[src/rtl/rmd_pkg.sv]
// Shared helpers for the multi-modulus divider.
// Assumes the stage counts are small positive integers.
package rmd_pkg;

    // Number of bits needed to hold values 0..v.
    function automatic int unsigned bits_for(input int unsigned v);
        return (v < 2) ? 1 : $clog2(v + 1);
    endfunction

    // Smallest ratio of a chain: base of the last stage scaled by 2^(n-1).
    function automatic int unsigned min_ratio(input int unsigned stages, input int unsigned last_base);
        return last_base << (stages - 1);
    endfunction

endpackage

[src/rtl/rmd_cell.sv]
// One dual-modulus counting stage of the divider.
// It advances only on cycles where its step enable is high. It returns to
// zero when the parent says the current count is the final one. The
// stretch decision (BASE or BASE+1) is made outside, from this stage's phase.
module rmd_cell #(
    parameter int unsigned BASE  = 2,
    parameter int unsigned CNT_W = 4
) (
    input  logic             clk,
    input  logic             rst_n,
    input  logic             step,
    input  logic             at_end,
    output logic [CNT_W-1:0] phase
);

    // Phase counter: clear on reset, advance or wrap on each step.
    always_ff @(posedge clk) begin
        if (!rst_n)
            phase <= '0;
        else if (step)
            phase <= at_end ? '0 : phase + 1'b1;
    end

    // a stage never counts past its stretched length.
    a_r1_phase_bound: assert property (@(posedge clk) disable iff (!rst_n)
        phase <= CNT_W'(BASE));

endmodule

[src/rtl/rmd_ctrl_hold.sv]
// Holds the division selection for a whole output period.
// Loads during reset and on the cycle that ends a period, and keeps its value otherwise.
module rmd_ctrl_hold #(
    parameter int unsigned W = 5
) (
    input  logic         clk,
    input  logic         rst_n,
    input  logic         load,
    input  logic [W-1:0] sel_in,
    output logic [W-1:0] sel_q
);

    // Capture the selection at reset or at a period boundary.
    always_ff @(posedge clk) begin
        if (!rst_n || load)
            sel_q <= sel_in;
    end

    // between boundaries the held selection does not move.
    a_r3_hold_stable: assert property (@(posedge clk) disable iff (!rst_n)
        !load |=> $stable(sel_q));

    // at a boundary the held selection takes the input of that edge.
    a_r3_load_value: assert property (@(posedge clk) disable iff (!rst_n)
        load |=> sel_q == $past(sel_in));

endmodule

[src/rtl/rmd_out_shape.sv]
// Builds the divided clock from the slowest stage.
// High from the start of a period until the slowest stage reaches FALL_AT.
// Assumes FALL_AT is less than the slowest stage's shortest count.
module rmd_out_shape #(
    parameter int unsigned CNT_W   = 4,
    parameter int unsigned FALL_AT = 4
) (
    input  logic             clk,
    input  logic             rst_n,
    input  logic             wrap,
    input  logic             step_last,
    input  logic [CNT_W-1:0] phase_last,
    output logic             clk_div
);

    // Output register: set at period start, cleared at the midpoint of the slowest stage.
    always_ff @(posedge clk) begin
        if (!rst_n)
            clk_div <= 1'b0;
        else if (wrap)
            clk_div <= 1'b1;
        else if (step_last && phase_last == CNT_W'(FALL_AT - 1))
            clk_div <= 1'b0;
    end

    // a rising output edge always follows a period wrap.
    a_r1_rise_on_wrap: assert property (@(posedge clk) disable iff (!rst_n)
        $rose(clk_div) |-> $past(wrap));

endmodule

[src/rtl/rmd_divider.sv]
// Multi-modulus divider: NUM_STAGES-1 divide-by-2/3 stages followed by a
// divide-by-LAST_BASE/LAST_BASE+1 stage. Ratio = LAST_BASE*2^(n-1) + div_sel.
// All stages run on clk_in with enables; the stretch and modulus chain is
// worked out in one combinational block, from the slowest stage to the fastest.
module rmd_divider #(
    parameter int unsigned NUM_STAGES = 5,
    parameter int unsigned LAST_BASE  = 8
) (
    input  logic                  clk_in,
    input  logic                  rst_n,
    input  logic [NUM_STAGES-1:0] div_sel,
    output logic                  clk_div,
    output logic [NUM_STAGES-1:0] stage_mod
);
    import rmd_pkg::*;

    localparam int unsigned CNT_W     = bits_for(LAST_BASE);
    localparam int unsigned RATIO_MIN = min_ratio(NUM_STAGES, LAST_BASE);
    localparam int unsigned PER_W     = bits_for(RATIO_MIN * 2);

    logic [NUM_STAGES-1:0] sel_q;
    logic [NUM_STAGES-1:0] step;
    logic [NUM_STAGES-1:0] last;
    logic [CNT_W-1:0]      phase [NUM_STAGES];
    logic                  wrap;

    // Modulus chain (slow to fast), then enable chain (fast to slow).
    always_comb begin
        logic        m;
        logic        e;
        logic        ext;
        int unsigned base;
        m = 1'b1;
        for (int i = NUM_STAGES - 1; i >= 0; i--) begin
            base         = (i == NUM_STAGES - 1) ? LAST_BASE : 2;
            ext          = m & sel_q[i];
            last[i]      = (phase[i] == CNT_W'(base - 1 + int'(ext)));
            stage_mod[i] = m & last[i];
            m            = stage_mod[i];
        end
        e = 1'b1;
        for (int i = 0; i < NUM_STAGES; i++) begin
            step[i] = e;
            e       = e & last[i];
        end
        wrap = e;
    end

    rmd_ctrl_hold #(.W(NUM_STAGES)) u_hold (
        .clk    (clk_in),
        .rst_n  (rst_n),
        .load   (wrap),
        .sel_in (div_sel),
        .sel_q  (sel_q)
    );

    for (genvar g = 0; g < NUM_STAGES; g++) begin : g_stage
        rmd_cell #(
            .BASE  ((g == NUM_STAGES - 1) ? LAST_BASE : 2),
            .CNT_W (CNT_W)
        ) u_cell (
            .clk    (clk_in),
            .rst_n  (rst_n),
            .step   (step[g]),
            .at_end (last[g]),
            .phase  (phase[g])
        );
    end

    rmd_out_shape #(.CNT_W(CNT_W), .FALL_AT(LAST_BASE / 2)) u_shape (
        .clk        (clk_in),
        .rst_n      (rst_n),
        .wrap       (wrap),
        .step_last  (step[NUM_STAGES-1]),
        .phase_last (phase[NUM_STAGES-1]),
        .clk_div    (clk_div)
    );

    // Checker counter: input cycles since the start of the current period.
    logic [PER_W-1:0] per_cnt;
    always_ff @(posedge clk_in) begin
        if (!rst_n || wrap)
            per_cnt <= '0;
        else
            per_cnt <= per_cnt + 1'b1;
    end

    // each period lasts exactly RATIO_MIN plus the held selection.
    a_r1_ratio: assert property (@(posedge clk_in) disable iff (!rst_n)
        wrap |-> (int'(per_cnt) + 1 == int'(RATIO_MIN) + int'(sel_q)));

    // the fastest modulus-out is high in the cycle before each output rise.
    a_r6_mod_before_rise: assert property (@(posedge clk_in) disable iff (!rst_n)
        $rose(clk_div) |-> $past(stage_mod[0]));

endmodule

[config.mk]
export PLATFORM = sky130hd
export DESIGN_NAME = rmd_divider
export DESIGN_NICKNAME = d
export VERILOG_FILES = /design/src/rtl/rmd_pkg.sv /design/src/rtl/rmd_cell.sv /design/src/rtl/rmd_ctrl_hold.sv /design/src/rtl/rmd_out_shape.sv /design/src/rtl/rmd_divider.sv
export SDC_FILE = /design/constraint.sdc
export NUM_CORES = 1
export LEC_CHECK = 0
export ABC_AREA = 1
export BUFFER_PORTS_ARGS = -buffer_cell sky130_fd_sc_hd__buf_2
export CAP_MARGIN = 25
export CORE_MARGIN = 8
export CORE_UTILIZATION = 49
export DETAILED_ROUTE_END_ITERATION = 8
export HOLD_SLACK_MARGIN = 0.12
export PLACE_DENSITY = 0.68
export SETUP_SLACK_MARGIN = 0.02
export SYNTH_ARGS = -nofsm -noshare
export SYNTH_HDL_FRONTEND = slang
export SYNTH_SLANG_ARGS = --single-unit
export TNS_END_PERCENT = 1
[constraint.sdc]
create_clock -name clk_in -period 3.9 [get_ports clk_in]
set_clock_uncertainty 0.1 [all_clocks]
set_input_delay 0.195 -clock clk_in [delete_from_list [all_inputs] [get_ports clk_in]]
set_output_delay 0.195 -clock clk_in [all_outputs]
set_load 0.05 [all_outputs]
==> results.py, run 1 <==
metrics = {
    "routing": {
        "vias": 1153,
        "drc": 0,
        "wirelength_um": 2700,
        "first_pass_iters": 4,
        "routed_via_density": 5.01,
        "ant_nets": 0,
        "drt-initial-drc-count": 67,
        "routedWlPerCell_um": 11.7,
    },
    "power_and_ir_drop": {
        "combPwrFrac_pct": 13.1,
        "totalPowerFinal_uw": 503,
        "p_leak_uw": 0.000679,
        "pwr-share-seq_pct": 59.5,
        "switching_share_pct": 26.5,
        "powerDensity_mw_per_mm2": 308,
        "worst_ir_drop_vdd_mv": 0.214,
        "p_int_uw": 369,
        "p_switching_uw": 133,
        "p_clk_share_pct": 27.4,
    },
    "synthesis": {
        "synthCells": 179,
        "synth-warning-count": 0,
        "seq_area_frac_synth_pct": 39.2,
        "synth_fp_nets": 191,
        "synth.top_cell.area_share_pct": 28.9,
        "synth_area_leader_cell": "dfxtp_1",
        "post_synth.cell_area_avg_um2": 8.13,
        "synthesis.area_mm2": 0.00146,
        "synth-seq-cells": 26,
        "yosys-top-cells-area": "dfxtp_1 (29%), edfxtp_1 (10%), nand2_1 (7.5%)",
        "synth.distinct_cells": 31,
    },
    "timing": {
        "drv_slew": 0,
        "whs_ns": 0.384,
        "final.min_clock_period_ns": 3.41,
        "rsz0062_at_grt": "no",
        "finalHoldViolations": 0,
        "slew-limit-headroom_pct": 77.2,
        "tightest_slew_ns": 0.341,
        "setup_viol": 0,
        "finalSetupTns_ns": 0,
        "fin_crit_sh_pct": 87.4,
        "maxClockFrequency_ghz": 0.293,
    },
    "die": {
        "io_pins": 13,
        "rows": 19,
        "die-area_mm2": 0.00497,
        "die-height_um": 70.5,
        "core_area_mm2": 0.00278,
        "die_x_um": 70.5,
        "initial_core_util_pct": 52.3,
    },
    "worst_setup_path": {
        "cp_top_family": "simple AND/OR/NAND/NOR gates",
        "crit_top_cell": "nand3_4",
        "critPathMaxFanout": 11,
        "critPathCaptureType": "output pin",
        "cp.depth": 19,
        "critPathLaunchType": "flip-flop",
        "reg2reg_to": "u_hold.sel_q[2]",
        "critPathSlowestCell": "dfxtp_1",
        "r2r_slack_ns": 0.74,
        "path_buf_inv": 2,
        "crit_path_max_incr_delay_ns": 0.42,
        "crit_type": "flip-flop to output pin",
        "arrival_ns": 3.12,
        "r2r_cells": 20,
        "path_cells": "nand2_1 -> nor2_2 -> nand2_2 -> nand2_4 -> nand2_2 -> a21oi_2 -> nand4_1 -> nand2_1 -> nand3_2 -> nor2_4 -> nand3_4 -> nand3_4 -> nor2_4 -> nand3_4 -> nand3_4 -> nor2_4 -> inv_2 -> nor2_1 -> buf_2",
        "worstPathRequired_ns": 3.61,
        "worstReg2RegStart": "g_stage[4].u_cell.phase[2]",
    },
    "placed_design": {
        "place_inst": 220,
        "io_buffers": 12,
        "place_congestion": 0.827,
        "dpl.hpwl_um": 2130,
    },
    "global_route": {
        "grt_max_degree": 15,
        "overflow": 0,
        "grt_usage_pct": 11.2,
        "grt_pass1_wl_um": 4640,
        "antenna_found_initial": 0,
        "first_global_vias": 1112,
    },
    "clocking": {
        "cts_setup_buffers": 0,
        "clkSlewWorstSetupHoldPaths_ns": 0.14,
        "clock-sinks": 26,
        "cts_tree": "yes",
        "htree_levels": 1,
        "cts_inserted_buffers": 3,
        "ctsRootBufferMaster": "clkbuf_4",
        "clk_path_buf_depth": 2,
        "cts_resized": 0,
        "postCtsHoldBufs": 6,
        "worstSkewPairLatency_ns": 0.33,
    },
    "final_layout": {
        "postLayoutCoreUtil_pct": 58.7,
        "nets": 212,
        "fillers": 239,
        "area_growth_pct": 12.1,
        "instances_no_fill": 230,
        "antenna-diode-count": 0,
        "layout-drive-gt1-share_pct": 23.1,
    },
    "run": {
        "maxCapViolations": 0,
    },
    "min_path": {
        "hold_depth": 1,
        "hold_path_startpoint": "g_stage[0].u_cell.phase[0]",
        "min_path_type": "flip-flop to flip-flop",
        "holdPathEnd": "g_stage[0].u_cell.phase[0]",
    },
    "status": {
        "status": "finished, final reports clean",
    },
}
layout make-up:
class | count | area [µm²] | area share, %
well taps | 31 | 38.8 | 2.38
repair buffers | 18 | 120 | 7.36
inverters | 29 | 109 | 6.67
flip-flops and latches | 26 | 571 | 35.0
clock buffers | 4 | 36.3 | 2.22
multi-input cells | 122 | 757 | 46.4
stage by stage:
stage / cell area, µm² / setup WS (ns)
finish: 1630 / 0.490
global route: 1630 / 0.112
CTS: 1630 / 0.453
detailed placement: 1540 / 0.725
global placement: 1540 / 0.839
floorplan: 1460 / 0.152
cell usage in the layout (no fill, tap or decap):
cell	count
nand2_4	2
ha_1	5
nor3_1	5
o21ai_1	1
clkbuf_8	1
nor3b_1	1
nand2_2	3
buf_2	12
inv_1	24
nor2_1	24
nand3_4	5
nand4_1	4
clkbuf_4	3
nand3_1	9
nand3_2	4
nor2_4	4
xnor2_1	1
dfxtp_1	21
edfxtp_1	5
o22ai_1	1
o21ai_0	1
inv_2	5
o21ai_2	1
or2_1	1
or2_2	1
nor2_2	2
a21oi_2	2
xor2_1	4
and3_1	1
nand2_1	29
o21bai_2	1
dlygate4sd3_1	6
a21oi_1	10
state kept, by name (all words and copies together), names as in the netlist:
name,cells
u_hold.sel_q,5
g_stage.u_cell.phase,20
u_shape.clk_div,1
logic make-up after synthesis:
kind of cell	count (synthesis)	share of synthesized area [%]
xor gates and xnor gates	5	3.01
and+or+nand+nor	95	37.6
AOI/OAI and AO/OA	17	7.14
DFF	26	39.2
adders and majority gates	5	4.30
buffers and inverters	31	8.77
synth_stat cells, drive strengths merged:
cell type	count
o21ai	3
nand2	34
ha	5
nand3	18
or2	2
xor2	4
nor3b	1
dfxtp	21
edfxtp	5
nor2	30
nand4	4
and3	1
buf	2
inv	29
xnor2	1
o22ai	1
a21oi	12
o21bai	1
nor3	5
worst register-to-register path, delay by kind of cell, from the launching register on:
kind | cells | cell delay [ns]
simple gates | 17 | 1.91
buf+inv | 2 | 0.30
flops | 1 | 0.42
compound gates | 1 | 0.11
power groups by stage:
stage	sequential [µW]	combinational [µW]	clock, µW
finish	299	65.9	138
global route	301	75.4	154
CTS	299	66.9	143
detailed placement	305	62.4	0
global placement	304	60.6	0
floorplan	302	51.1	0
how the worst max path moves through the flow:
stage,start,to,slack [ns]
floorplan,g_stage[4].u_cell.phase[0],u_hold.sel_q[0],0.15
global placement,g_stage[4].u_cell.phase[0],u_hold.sel_q[3],0.84
detailed placement,g_stage[4].u_cell.phase[0],u_hold.sel_q[4],0.73
CTS,g_stage[4].u_cell.phase[0],stage_mod[0],0.45
global route,g_stage[4].u_cell.phase[0],stage_mod[0],0.11
finish,g_stage[4].u_cell.phase[2],stage_mod[0],0.49
per-layer routing:
metal / up-vias / GRT usage (%) / wire length (µm)
met4: 0 / 4.69 / 46
li1: 610 / - / -
met1: 514 / 13.3 / 1290
met3: 5 / 2.40 / 92
met2: 24 / 18.8 / 1270
met5: - / 0 / 0
No activity file was read; power rests on OpenSTA's default activity.
==> inputs of run 2 (changes only) <==
Settings changed: CORE_UTILIZATION 49 to 30, PLACE_DENSITY 0.68 to default.
==> run 2 against run 1 <==
  * Global-route usage shrank 3.4 points
  * Sequential power about the same
  * Hold slack got worse by 0.24 ns
  * Non-clock buffer count fell by 1
  * Fmax is 1.0% higher
  * Register-to-register slack hardly changed
  * Count of clock-buffer cells in the layout did not move
  * Design area rose by 1.7%
  * First-iteration DRC count fell by 30%
  * Clock power rose by 13%
  * Critical endpoint unchanged
  * Highest routed layer unchanged
==> results.py, run 2 (synthesis results as in run 1) <==
metrics = {
    "die": {
        "die_x_um": 85.6,
        "io_pins": 13,
        "die-height_um": 85.6,
        "rows": 25,
        "die-area_mm2": 0.00734,
        "core_area_mm2": 0.00469,
        "initial_core_util_pct": 31.0,
    },
    "routing": {
        "routed_via_density": 4.48,
        "drt-initial-drc-count": 47,
        "ant_nets": 0,
        "first_pass_iters": 4,
        "routedWlPerCell_um": 10.7,
        "vias": 1129,
        "wirelength_um": 2710,
        "drc": 0,
    },
    "clocking": {
        "cts_inserted_buffers": 3,
        "worstSkewPairLatency_ns": 0.27,
        "clkSlewWorstSetupHoldPaths_ns": 0.09,
        "clk_path_buf_depth": 2,
        "clock-sinks": 26,
        "ctsRootBufferMaster": "clkbuf_8",
        "htree_levels": 1,
        "cts_tree": "yes",
        "cts_resized": 0,
    },
    "timing": {
        "timing.final.ws_setup_ns": 0.524,
        "tightest_slew_ns": 0.331,
        "finalSetupTns_ns": 0,
        "rsz0062_at_grt": "no",
        "maxClockFrequency_ghz": 0.296,
        "fin_crit_sh_pct": 86.6,
        "setup_viol": 0,
        "finalHoldViolations": 0,
        "slew-limit-headroom_pct": 77.9,
        "final.min_clock_period_ns": 3.38,
        "drv_slew": 0,
    },
    "global_route": {
        "grt_usage_pct": 7.79,
        "grt_pass1_wl_um": 4640,
        "antenna_found_initial": 0,
        "grt_max_degree": 15,
        "first_global_vias": 1060,
        "overflow": 0,
    },
    "final_layout": {
        "largest_reg_flops": 20,
        "antenna-diode-count": 0,
        "area_growth_pct": 14.0,
        "final_cell_area_mm2": 0.00166,
        "layout-drive-gt1-share_pct": 22.7,
        "multiInputGateArea_um2": 757,
        "instances_no_fill": 252,
        "seq_area_um2": 571,
        "reg_top3": "g_stage.u_cell.phase: 20 flops, u_hold.sel_q: 5 flops, u_shape.clk_div: 1 flops",
        "fillers": 493,
        "nets": 211,
        "largest_register": "g_stage.u_cell.phase",
        "final_common_cell": "nand2_1",
        "most-common-layout-cells": "nand2_1 (29), nor2_1 (24), inv_1 (24)",
    },
    "worst_setup_path": {
        "critPathMaxFanout": 11,
        "arrival_ns": 3.08,
        "critPathSlowestCell": "dfxtp_1",
        "crit_top_cell": "nand3_4",
        "worstReg2RegStart": "g_stage[4].u_cell.phase[0]",
        "critPathLaunchType": "flip-flop",
        "reg2reg_to": "u_hold.sel_q[0]",
        "crit_start": "g_stage[4].u_cell.phase[0]",
        "r2r_slack_ns": 0.75,
        "cp_top_family": "simple AND/OR/NAND/NOR gates",
        "r2r_cells": 20,
        "critPathCaptureType": "output pin",
        "endpoint": "stage_mod[0]",
        "crit_path_max_incr_delay_ns": 0.41,
        "path_cells": "nand2_1 -> nor2_2 -> nand2_2 -> nand2_4 -> nand2_2 -> a21oi_2 -> nand4_1 -> nand2_1 -> nand3_2 -> nor2_4 -> nand3_4 -> nand3_4 -> nor2_4 -> nand3_4 -> nand3_4 -> nor2_4 -> inv_2 -> nor2_1 -> buf_2",
        "worstPathRequired_ns": 3.61,
        "crit_type": "flip-flop to output pin",
        "path_buf_inv": 2,
        "cp.depth": 19,
    },
    "placed_design": {
        "place_inst": 243,
        "placedInstanceArea_mm2": 0.00156,
        "place_congestion": 0.854,
        "io_buffers": 12,
        "dpl.hpwl_um": 2130,
        "dp_slack_ns": 0.775,
    },
    "power_and_ir_drop": {
        "p_leak_uw": 0.000677,
        "totalPowerFinal_uw": 521,
        "worst_ir_drop_vdd_mv": 0.200,
        "powerDensity_mw_per_mm2": 314,
    },
    "status": {
        "status": "finished, final reports clean",
    },
    "run": {
        "maxCapViolations": 0,
    },
    "min_path": {
        "min_path_type": "input port to flip-flop",
    },
}
[run 2: changes by cell type in the layout (fill, tap and decap cells not counted), sizes merged]
cell         change
dlygate4sd3      -1
[run 2: worst register-to-register path: stages (launching register included)]
cell and delay (ns):
dfxtp_1 0.41, nand2_1 0.08, nor2_2 0.15, nand2_2 0.08
nand2_4 0.10, nand2_2 0.06, a21oi_2 0.12, nand4_1 0.12
nand2_1 0.11, nand3_2 0.10, nor2_4 0.15, nand3_4 0.10
nand3_4 0.12, nor2_4 0.05, nand3_4 0.06, nand3_4 0.11
nor2_4 0.30, inv_2 0.10, nor2_1 0.19, nor2_2 0.07
inv_1 0.18
[run 2: worst min path at each step]
stage / from / end / slack [ns] / cells after the start
floorplan: div_sel[0] / u_hold.sel_q[0] / 0.19 / 0
global placement: div_sel[0] / u_hold.sel_q[0] / 0.27 / 1
detailed placement: div_sel[2] / u_hold.sel_q[2] / 0.27 / 1
CTS: rst_n / g_stage[4].u_cell.phase[1] / 0.15 / 3
global route: rst_n / g_stage[4].u_cell.phase[1] / 0.15 / 3
finish: rst_n / g_stage[4].u_cell.phase[1] / 0.15 / 3
[run 2: metal layers]
| metal | GRT usage, % | vias up | part of all wire (%) |
|---|---|---|---|
| met5 | 0 | - | 0 |
| met4 | 3.82 | 0 | 1.9 |
| met3 | 1.81 | 5 | 2.9 |
| met2 | 12.2 | 12 | 44 |
| met1 | 9.77 | 498 | 51 |
| li1 | - | 614 | - |
[run 2: layout make-up]
class	count	area share [%]
Inverter	29	6.56
Tap cell	54	4.07
Timing Repair Buffer	17	6.64
Multi-Input combinational cell	122	45.6
Clock buffer	4	2.71
Sequential cell	26	34.4
[run 2: metrics by stage]
step	util, %	hold slack [ns]
5_1_grt	35.4	0.153
3_5_place_dp	33.3	0.273
4_1_cts	35.4	0.154
3_3_place_gp	33.3	0.271
6_report	35.4	0.149
2_1_floorplan	-	0.194
[run 2: report_power, final]
part,internal [µW],switching (µW)
logic,24.5,41.3
clock network,73.2,83.3
registers,286,11.9
total,384,136
[run 2: what timing repair did]
| item | in CTS | in global routing |
|---|---|---|
| hold buffers | 5 | 0 |
| endpoints found under the setup margin | 0 | 0 |
| hold endpoints to repair | 5 | 0 |
| setup buffers | 0 | 0 |
